$ cat config.mk
export PLATFORM = sky130hd
export DESIGN_NAME = sru_top
export DESIGN_NICKNAME = d
export VERILOG_FILES = /design/src/rtl/sru_pkg.sv /design/src/rtl/sru_rotator.sv /design/src/rtl/sru_bitop.sv /design/src/rtl/sru_flags.sv /design/src/rtl/sru_top.sv
export SDC_FILE = /design/constraint.sdc
export NUM_CORES = 1
export LEC_CHECK = 0
export ABC_AREA = 1
export BUFFER_PORTS_ARGS = -buffer_cell sky130_fd_sc_hd__buf_4
export CORE_ASPECT_RATIO = 0.6
export CORE_MARGIN = 2
export CORE_UTILIZATION = 45
export CTS_CLUSTER_SIZE = 28
export DETAILED_ROUTE_END_ITERATION = 16
export GPL_ROUTABILITY_DRIVEN = 0
export GPL_TIMING_DRIVEN = 0
export PLACE_DENSITY = 0.72
export SYNTH_ARGS = -nofsm -noshare
export SYNTH_HDL_FRONTEND = slang
export SYNTH_SLANG_ARGS = --single-unit
$ cat constraint.sdc
create_clock -name clk_i -period 0.9 [get_ports clk_i]
set_clock_uncertainty 0.05 [all_clocks]
set_input_delay 0 -clock clk_i [delete_from_list [all_inputs] [get_ports clk_i]]
set_output_delay 0 -clock clk_i [all_outputs]
set_load 0.005 [all_outputs]
$ cat src/rtl/sru_pkg.sv
package sru_pkg;
  localparam int DW = 8;
  localparam int BW = $clog2(DW);
  localparam int GW = 3;

  localparam logic [GW-1:0] GRP_SHIFT = 3'd0;
  localparam logic [GW-1:0] GRP_ACC   = 3'd1;
  localparam logic [GW-1:0] GRP_TEST  = 3'd2;
  localparam logic [GW-1:0] GRP_CLR   = 3'd3;
  localparam logic [GW-1:0] GRP_SET   = 3'd4;

  localparam int F_S  = 7;
  localparam int F_Z  = 6;
  localparam int F_5  = 5;
  localparam int F_H  = 4;
  localparam int F_3  = 3;
  localparam int F_P  = 2;
  localparam int F_N  = 1;
  localparam int F_C  = 0;

  typedef enum logic [2:0] {
    OP_RLC = 3'd0, OP_RRC = 3'd1, OP_RL  = 3'd2, OP_RR  = 3'd3,
    OP_SLA = 3'd4, OP_SRA = 3'd5, OP_SLF = 3'd6, OP_SRL = 3'd7
  } shift_op_e;
endpackage

$ cat src/rtl/sru_rotator.sv
module sru_rotator
  import sru_pkg::*;
#(
  parameter int W = DW
) (
  input  logic [W-1:0] data_i,
  input  logic [2:0]   op_i,
  input  logic         carry_i,
  output logic [W-1:0] data_o,
  output logic         carry_o
);
  logic msb, lsb;
  assign msb = data_i[W-1];
  assign lsb = data_i[0];

  always_comb begin
    unique case (shift_op_e'(op_i))
      OP_RLC: begin data_o = {data_i[W-2:0], msb};     carry_o = msb; end
      OP_RRC: begin data_o = {lsb, data_i[W-1:1]};     carry_o = lsb; end
      OP_RL:  begin data_o = {data_i[W-2:0], carry_i}; carry_o = msb; end
      OP_RR:  begin data_o = {carry_i, data_i[W-1:1]}; carry_o = lsb; end
      OP_SLA: begin data_o = {data_i[W-2:0], 1'b0};    carry_o = msb; end
      OP_SRA: begin data_o = {msb, data_i[W-1:1]};     carry_o = lsb; end
      OP_SLF: begin data_o = {data_i[W-2:0], 1'b1};    carry_o = msb; end
      default: begin data_o = {1'b0, data_i[W-1:1]};   carry_o = lsb; end
    endcase
  end
endmodule

$ cat src/rtl/sru_bitop.sv
module sru_bitop
  import sru_pkg::*;
#(
  parameter int W  = DW,
  parameter int SW = $clog2(W)
) (
  input  logic [W-1:0]  data_i,
  input  logic [SW-1:0] sel_i,
  output logic          tested_o,
  output logic [W-1:0]  cleared_o,
  output logic [W-1:0]  set_o
);
  logic [W-1:0] mask;

  for (genvar g = 0; g < W; g++) begin : g_dec
    assign mask[g] = (sel_i == SW'(g));
  end

  assign tested_o  = |(data_i & mask);
  assign cleared_o = data_i & ~mask;
  assign set_o     = data_i | mask;
endmodule

$ cat src/rtl/sru_flags.sv
module sru_flags
  import sru_pkg::*;
(
  input  logic [GW-1:0] group_i,
  input  logic [BW-1:0] bit_i,
  input  logic [DW-1:0] flags_i,
  input  logic [DW-1:0] rot_i,
  input  logic          rot_carry_i,
  input  logic          tested_i,
  input  logic [DW-1:0] f53_src_i,
  output logic [DW-1:0] flags_o
);
  always_comb begin
    flags_o = flags_i;
    unique case (group_i)
      GRP_SHIFT: begin
        flags_o[F_S] = rot_i[DW-1];
        flags_o[F_Z] = (rot_i == '0);
        flags_o[F_5] = rot_i[5];
        flags_o[F_H] = 1'b0;
        flags_o[F_3] = rot_i[3];
        flags_o[F_P] = ~^rot_i;
        flags_o[F_N] = 1'b0;
        flags_o[F_C] = rot_carry_i;
      end
      GRP_ACC: begin
        flags_o[F_5] = rot_i[5];
        flags_o[F_H] = 1'b0;
        flags_o[F_3] = rot_i[3];
        flags_o[F_N] = 1'b0;
        flags_o[F_C] = rot_carry_i;
      end
      GRP_TEST: begin
        flags_o[F_S] = tested_i && (bit_i == BW'(DW-1));
        flags_o[F_Z] = ~tested_i;
        flags_o[F_5] = f53_src_i[5];
        flags_o[F_H] = 1'b1;
        flags_o[F_3] = f53_src_i[3];
        flags_o[F_P] = ~tested_i;
        flags_o[F_N] = 1'b0;
      end
      default: ;
    endcase
  end
endmodule

$ cat src/rtl/sru_top.sv
module sru_top
  import sru_pkg::*;
(
  input  logic          clk_i,
  input  logic          rst_ni,
  input  logic          valid_i,
  input  logic [GW-1:0] group_i,
  input  logic [2:0]    op_i,
  input  logic [BW-1:0] bit_i,
  input  logic [DW-1:0] operand_i,
  input  logic [DW-1:0] flags_i,
  input  logic          mem_i,
  input  logic [DW-1:0] hidden_i,
  output logic          valid_o,
  output logic          wr_en_o,
  output logic [DW-1:0] result_o,
  output logic [DW-1:0] flags_o
);
  logic [2:0]    rot_op;
  logic [DW-1:0] rot_res, clr_res, set_res, res_d, flags_d, f53_src;
  logic          rot_c, tested, wr_d;

  // accumulator rotates use only the low two op bits
  assign rot_op  = (group_i == GRP_ACC) ? {1'b0, op_i[1:0]} : op_i;
  assign f53_src = mem_i ? hidden_i : operand_i;

  sru_rotator #(.W(DW)) u_rot (
    .data_i(operand_i), .op_i(rot_op), .carry_i(flags_i[F_C]),
    .data_o(rot_res), .carry_o(rot_c)
  );

  sru_bitop #(.W(DW), .SW(BW)) u_bit (
    .data_i(operand_i), .sel_i(bit_i), .tested_o(tested),
    .cleared_o(clr_res), .set_o(set_res)
  );

  sru_flags u_flg (
    .group_i(group_i), .bit_i(bit_i), .flags_i(flags_i),
    .rot_i(rot_res), .rot_carry_i(rot_c), .tested_i(tested),
    .f53_src_i(f53_src), .flags_o(flags_d)
  );

  always_comb begin
    res_d = operand_i;
    wr_d  = 1'b0;
    unique case (group_i)
      GRP_SHIFT, GRP_ACC: begin res_d = rot_res; wr_d = 1'b1; end
      GRP_CLR:            begin res_d = clr_res; wr_d = 1'b1; end
      GRP_SET:            begin res_d = set_res; wr_d = 1'b1; end
      default: ;
    endcase
  end

  always_ff @(posedge clk_i or negedge rst_ni) begin
    if (!rst_ni) begin
      valid_o  <= 1'b0;
      wr_en_o  <= 1'b0;
      result_o <= '0;
      flags_o  <= '0;
    end else begin
      valid_o <= valid_i;
      if (valid_i) begin
        wr_en_o  <= wr_d;
        result_o <= res_d;
        flags_o  <= flags_d;
      end
    end
  end

  // bit test never requests a write
  assert_test_no_write_R12: assert property (@(posedge clk_i) disable iff (!rst_ni)
    valid_i && group_i == GRP_TEST |=> !wr_en_o);

  // clear/set leave flags as presented
  assert_bitmod_flags_kept_R11: assert property (@(posedge clk_i) disable iff (!rst_ni)
    valid_i && (group_i == GRP_CLR || group_i == GRP_SET) |=> flags_o == $past(flags_i));

  // accumulator rotate keeps S, Z, P
  assert_acc_keeps_szp_R7: assert property (@(posedge clk_i) disable iff (!rst_ni)
    valid_i && group_i == GRP_ACC |=>
      {flags_o[F_S], flags_o[F_Z], flags_o[F_P]} ==
      {$past(flags_i[F_S]), $past(flags_i[F_Z]), $past(flags_i[F_P])});

  // fill-one shift always leaves bit 0 set and carries old msb
  assert_fill_one_R5: assert property (@(posedge clk_i) disable iff (!rst_ni)
    valid_i && group_i == GRP_SHIFT && op_i == 3'd6 |=>
      result_o[0] && flags_o[F_C] == $past(operand_i[DW-1]));

  // bit test Z and P agree, H set
  assert_test_zp_R8: assert property (@(posedge clk_i) disable iff (!rst_ni)
    valid_i && group_i == GRP_TEST |=>
      flags_o[F_Z] == flags_o[F_P] && flags_o[F_H] && result_o == $past(operand_i));

  // output valid follows input valid by one edge
  assert_latency_R2: assert property (@(posedge clk_i) disable iff (!rst_ni)
    valid_i |=> valid_o);
endmodule

==> results.md <==
* Worst Setup Slack post-DPL at -0.797 ns
* Initial DRC Count at 152
* Mean area per synthesized cell at 6.23 sq um
* Vias after detailed routing at 1,830
* Share of total power in sequential cells at 0.350
* Post-synthesis xor/xnor area fraction at 0.0180
* Final routed DRC violation total at 0
* Synth unique cells at 26
* Kind of capture point of the worst setup path: flop
* Endpoint arrival time on the critical path at 1.38 ns
* Starting Density at 0.488
* Net total in the final layout at 340
* Number of iterations in the first detailed-routing pass at 7
* Static Leak at approximately 1.2 nW
* TritonCTS clock tree: built
* Number of standard cells in the layout, taps in and fillers out at 340
* Number of core rows at 15
* Internal at ~0.0018 W
* Number of pins with negative max-slew slack in the final report at 0
* Hold WC Path Type: in2reg
* Hold Violations, Final at 0
* Initial antenna violation count at 0
* Worst setup margin at -0.351 ns
* Setup violations, final at 5
* Sequential share of the synthesized area at 0.309
* Die width at between 70 and 80 um
* Timing-limited maximum frequency at 0.799 GHz
* Data required time of the critical path at 1.03 ns
* Leading cell types in the layout, fill and taps excluded: sky130_fd_sc_hd__nand2_1 (60), sky130_fd_sc_hd__buf_4 (48), sky130_fd_sc_hd__o21ai_0 (18), sky130_fd_sc_hd__dfrtp_1 (18), sky130_fd_sc_hd__nand2_2 (15)
* Simple-gate share of the synthesized area at 0.368
* Synthesized Nets at 275
* Area Overhead vs Synth at 57.8%
* Violations in the final reports: negative setup slack
* Share of cell area taken by muxes after synthesis at 0
* Total routing usage reported by global routing at 0.272
* Headroom to the max-slew limit at 0.671
* Floorplan die height at 48.1 um
* Maximum fanout along the worst path at 5
* Maximum number of pins on one net before global-route repair at 19
* Maximum VDD drop at roughly 0.0010 V
* Via count of the first global-routing pass at 1,614
* Number of warnings printed during yosys synthesis at 0
* Share of cells above drive strength 1 at 0.406
* Adder and majority gate portion of the synthesized area at 0.0343
* Crit path kind: in2reg
* Post-detailed-route via-to-cell ratio at 5.38
* Area fraction in compound gates after synthesis at 0.177
* Routed WL per cell at 15.7 um
* Placed wire-length estimate after detailed placement at 3.44 mm
* Count of fill cells added during filler insertion at ~230
* Wire length reported by the detailed router at 5.34 mm
* Total of max-cap violations at 0
* Accumulated negative setup slack at -0.641 ns
* Dominant combinational cell family by area after synthesis: simple AND/OR/NAND/NOR gates
* Root buffer selected by CTS: sky130_fd_sc_hd__clkbuf_8
* Comb pwr share at 0.410
* Post-route ant nets at 0
* Outcome: finished, violations left
* Number of buffers added by the clock tree synthesis step at 3
* Die Outline Area at 3730 sq um
* Final critical path time including I/O delays and setup at 1.25 ns
* Worst slew pin tran at 0.494 ns
* Net switching power of the design at 0.000901 W
* Startpoint class of the critical path: input port
* Unrepaired setup endpoints after global routing: true
* Share of Yosys cell area claimed by the top area cell type at 0.309
* Top cells by area, synth: sky130_fd_sc_hd__dfrtp_1 (31%), sky130_fd_sc_hd__nand2_1 (20%), sky130_fd_sc_hd__o21ai_0 (6.9%)
* Number of placed instances with taps included at roughly 320
* Cell area after synthesis at 1460 sq um
* Clock power frac at 0.240
* Cell count after synthesis at about 230
* Wire length of the first global-routing pass at 7.56 mm
* Most common library cell in the layout ignoring fill and taps: sky130_fd_sc_hd__nand2_1
* Buffer levels on the longest clock path at 2
* Number of register bits inferred by synthesis at 18
* Clock-pin slew reported for the worst setup and hold paths after clock tree synthesis at 0.06 ns
* Total power divided by cell area at 1190 nW/um^2
* Share of the clock period used by the worst path at 1.39
* Overflow left after global routing at 0
* Number of diodes at 0
* Floorplan core area at 2980 sq um
* Sw Ratio at 0.330
* # clock sinks at 18
* Port Buf Inserts at 46
* Insertion delay to the later sink of the worst-skew pair at 0.25 ns
* # H-tree levels at 1
* Largest area contributor in the netlist: sky130_fd_sc_hd__dfrtp_1
* Boundary pin count at 55
-- power groups by stage --
stage          clock network, W  logic [W]  registers (W)
3_3_place_gp                  0   0.000840       0.000970
3_5_place_dp                  0   0.000849       0.000969
2_1_floorplan                 0   0.000447       0.000977
6_report               0.000654    0.00112       0.000956
4_1_cts                0.000653    0.00100       0.000955
5_1_grt                0.000701    0.00122       0.000967
-- worst max-delay path, stage by stage --
cell	delay, ns
sky130_fd_sc_hd__buf_12	0.12
sky130_fd_sc_hd__inv_2	0.06
sky130_fd_sc_hd__nand2_2	0.06
sky130_fd_sc_hd__nor2_2	0.15
sky130_fd_sc_hd__a21oi_2	0.08
sky130_fd_sc_hd__nand2_2	0.08
sky130_fd_sc_hd__inv_2	0.05
sky130_fd_sc_hd__ha_4	0.26
sky130_fd_sc_hd__xnor2_2	0.11
sky130_fd_sc_hd__inv_1	0.07
sky130_fd_sc_hd__nand2_1	0.07
sky130_fd_sc_hd__nand3_2	0.07
sky130_fd_sc_hd__nand2_2	0.06
sky130_fd_sc_hd__inv_2	0.03
sky130_fd_sc_hd__a21oi_2	0.11
-- routing by layer --
| metal | global-route usage | vias to the layer above | part of all wire |
|---|---|---|---|
| met2 | 0.443 | 93 | 0.44 |
| met1 | 0.390 | 840 | 0.47 |
| met3 | 0.0623 | 10 | 0.074 |
| met5 | 0 | - | 0 |
| li1 | - | 887 | - |
| met4 | 0.0321 | 0 | 0.011 |
-- worst paths after layout --
path,startpoint,end,slack [ns],depth (start not counted)
setup / recovery,op_i[0],flags_o[2],-0.35,15
hold / removal,flags_i[6],flags_o[6],0.01,3
setup reg to reg,flags_o[1],flags_o[1],0.16,2
hold reg to reg,result_o[1],result_o[1],0.43,2
max in group asynchronous,rst_ni,flags_o[0],0.51,2
min in group asynchronous,rst_ni,wr_en_o,0.10,2
-- repair_timing --
action | 4_1_cts | 5_1_grt
cloned | 1 | 1
endpoints found under the setup margin | 5 | 11
setup buffers | 9 | 3
endpoints found under the hold margin | 23 | 0
pin swaps | 14 | 12
hold buffers | 5 | 0
gates resized for setup | 32 | 36
-- flip-flops by register name, summed over array words and instances, names as in the netlist --
register and count:
flags_o 8, result_o 8, valid_o 1, wr_en_o 1
-- stage by stage --
| stage | cell area [sq um] | hold slack [ns] | util | power (W) |
|---|---|---|---|---|
| floorplan | 1490 | -0.346 | - | 0.00142 |
| global route | 2300 | 0.0260 | 0.771 | 0.00288 |
| finish | 2300 | 0.0116 | 0.771 | 0.00273 |
| detailed placement | 1880 | -0.172 | 0.631 | 0.00182 |
| global placement | 1880 | -0.171 | 0.631 | 0.00181 |
| CTS | 2170 | 0.0134 | 0.729 | 0.00261 |
-- final cells by class --
cell class / instances / area [sq um] / area share
plain buffers: 6 / 52.6 / 0.0229
inverters: 29 / 128 / 0.0555
repair buffers: 60 / 527 / 0.229
well taps: 42 / 52.6 / 0.0229
flip-flops and latches: 18 / 450 / 0.196
multi-input cells: 181 / 1030 / 0.450
clock buffers: 4 / 55.1 / 0.0239
-- synthesized netlist by cell type --
master                     number
sky130_fd_sc_hd__nor3_1         1
sky130_fd_sc_hd__o21ai_1        9
sky130_fd_sc_hd__buf_2          4
sky130_fd_sc_hd__ha_1           4
sky130_fd_sc_hd__a22oi_1        1
sky130_fd_sc_hd__a31oi_1        2
sky130_fd_sc_hd__o211ai_2       1
sky130_fd_sc_hd__nand3_2        1
sky130_fd_sc_hd__nand3_1       15
sky130_fd_sc_hd__nor2_2         2
sky130_fd_sc_hd__nand2_4        1
sky130_fd_sc_hd__a211oi_1       2
sky130_fd_sc_hd__nor2_1        19
sky130_fd_sc_hd__nand2_1       77
sky130_fd_sc_hd__a21oi_1       13
sky130_fd_sc_hd__o21ai_0       20
sky130_fd_sc_hd__nand2_2        1
sky130_fd_sc_hd__clkbuf_1       2
sky130_fd_sc_hd__and2_1         1
sky130_fd_sc_hd__nand4_1        5
sky130_fd_sc_hd__xor2_1         1
sky130_fd_sc_hd__inv_1         25
sky130_fd_sc_hd__or2_1          3
sky130_fd_sc_hd__dfrtp_1       18
sky130_fd_sc_hd__inv_2          4
sky130_fd_sc_hd__xnor2_1        2
-- logic make-up after synthesis --
family          Yosys count
buf+inv                  35
flops                    18
fa+ha+maj                 4
xor+xnor                  3
compound gates           48
simple gates            126
(Power assumes the default switching activity.)
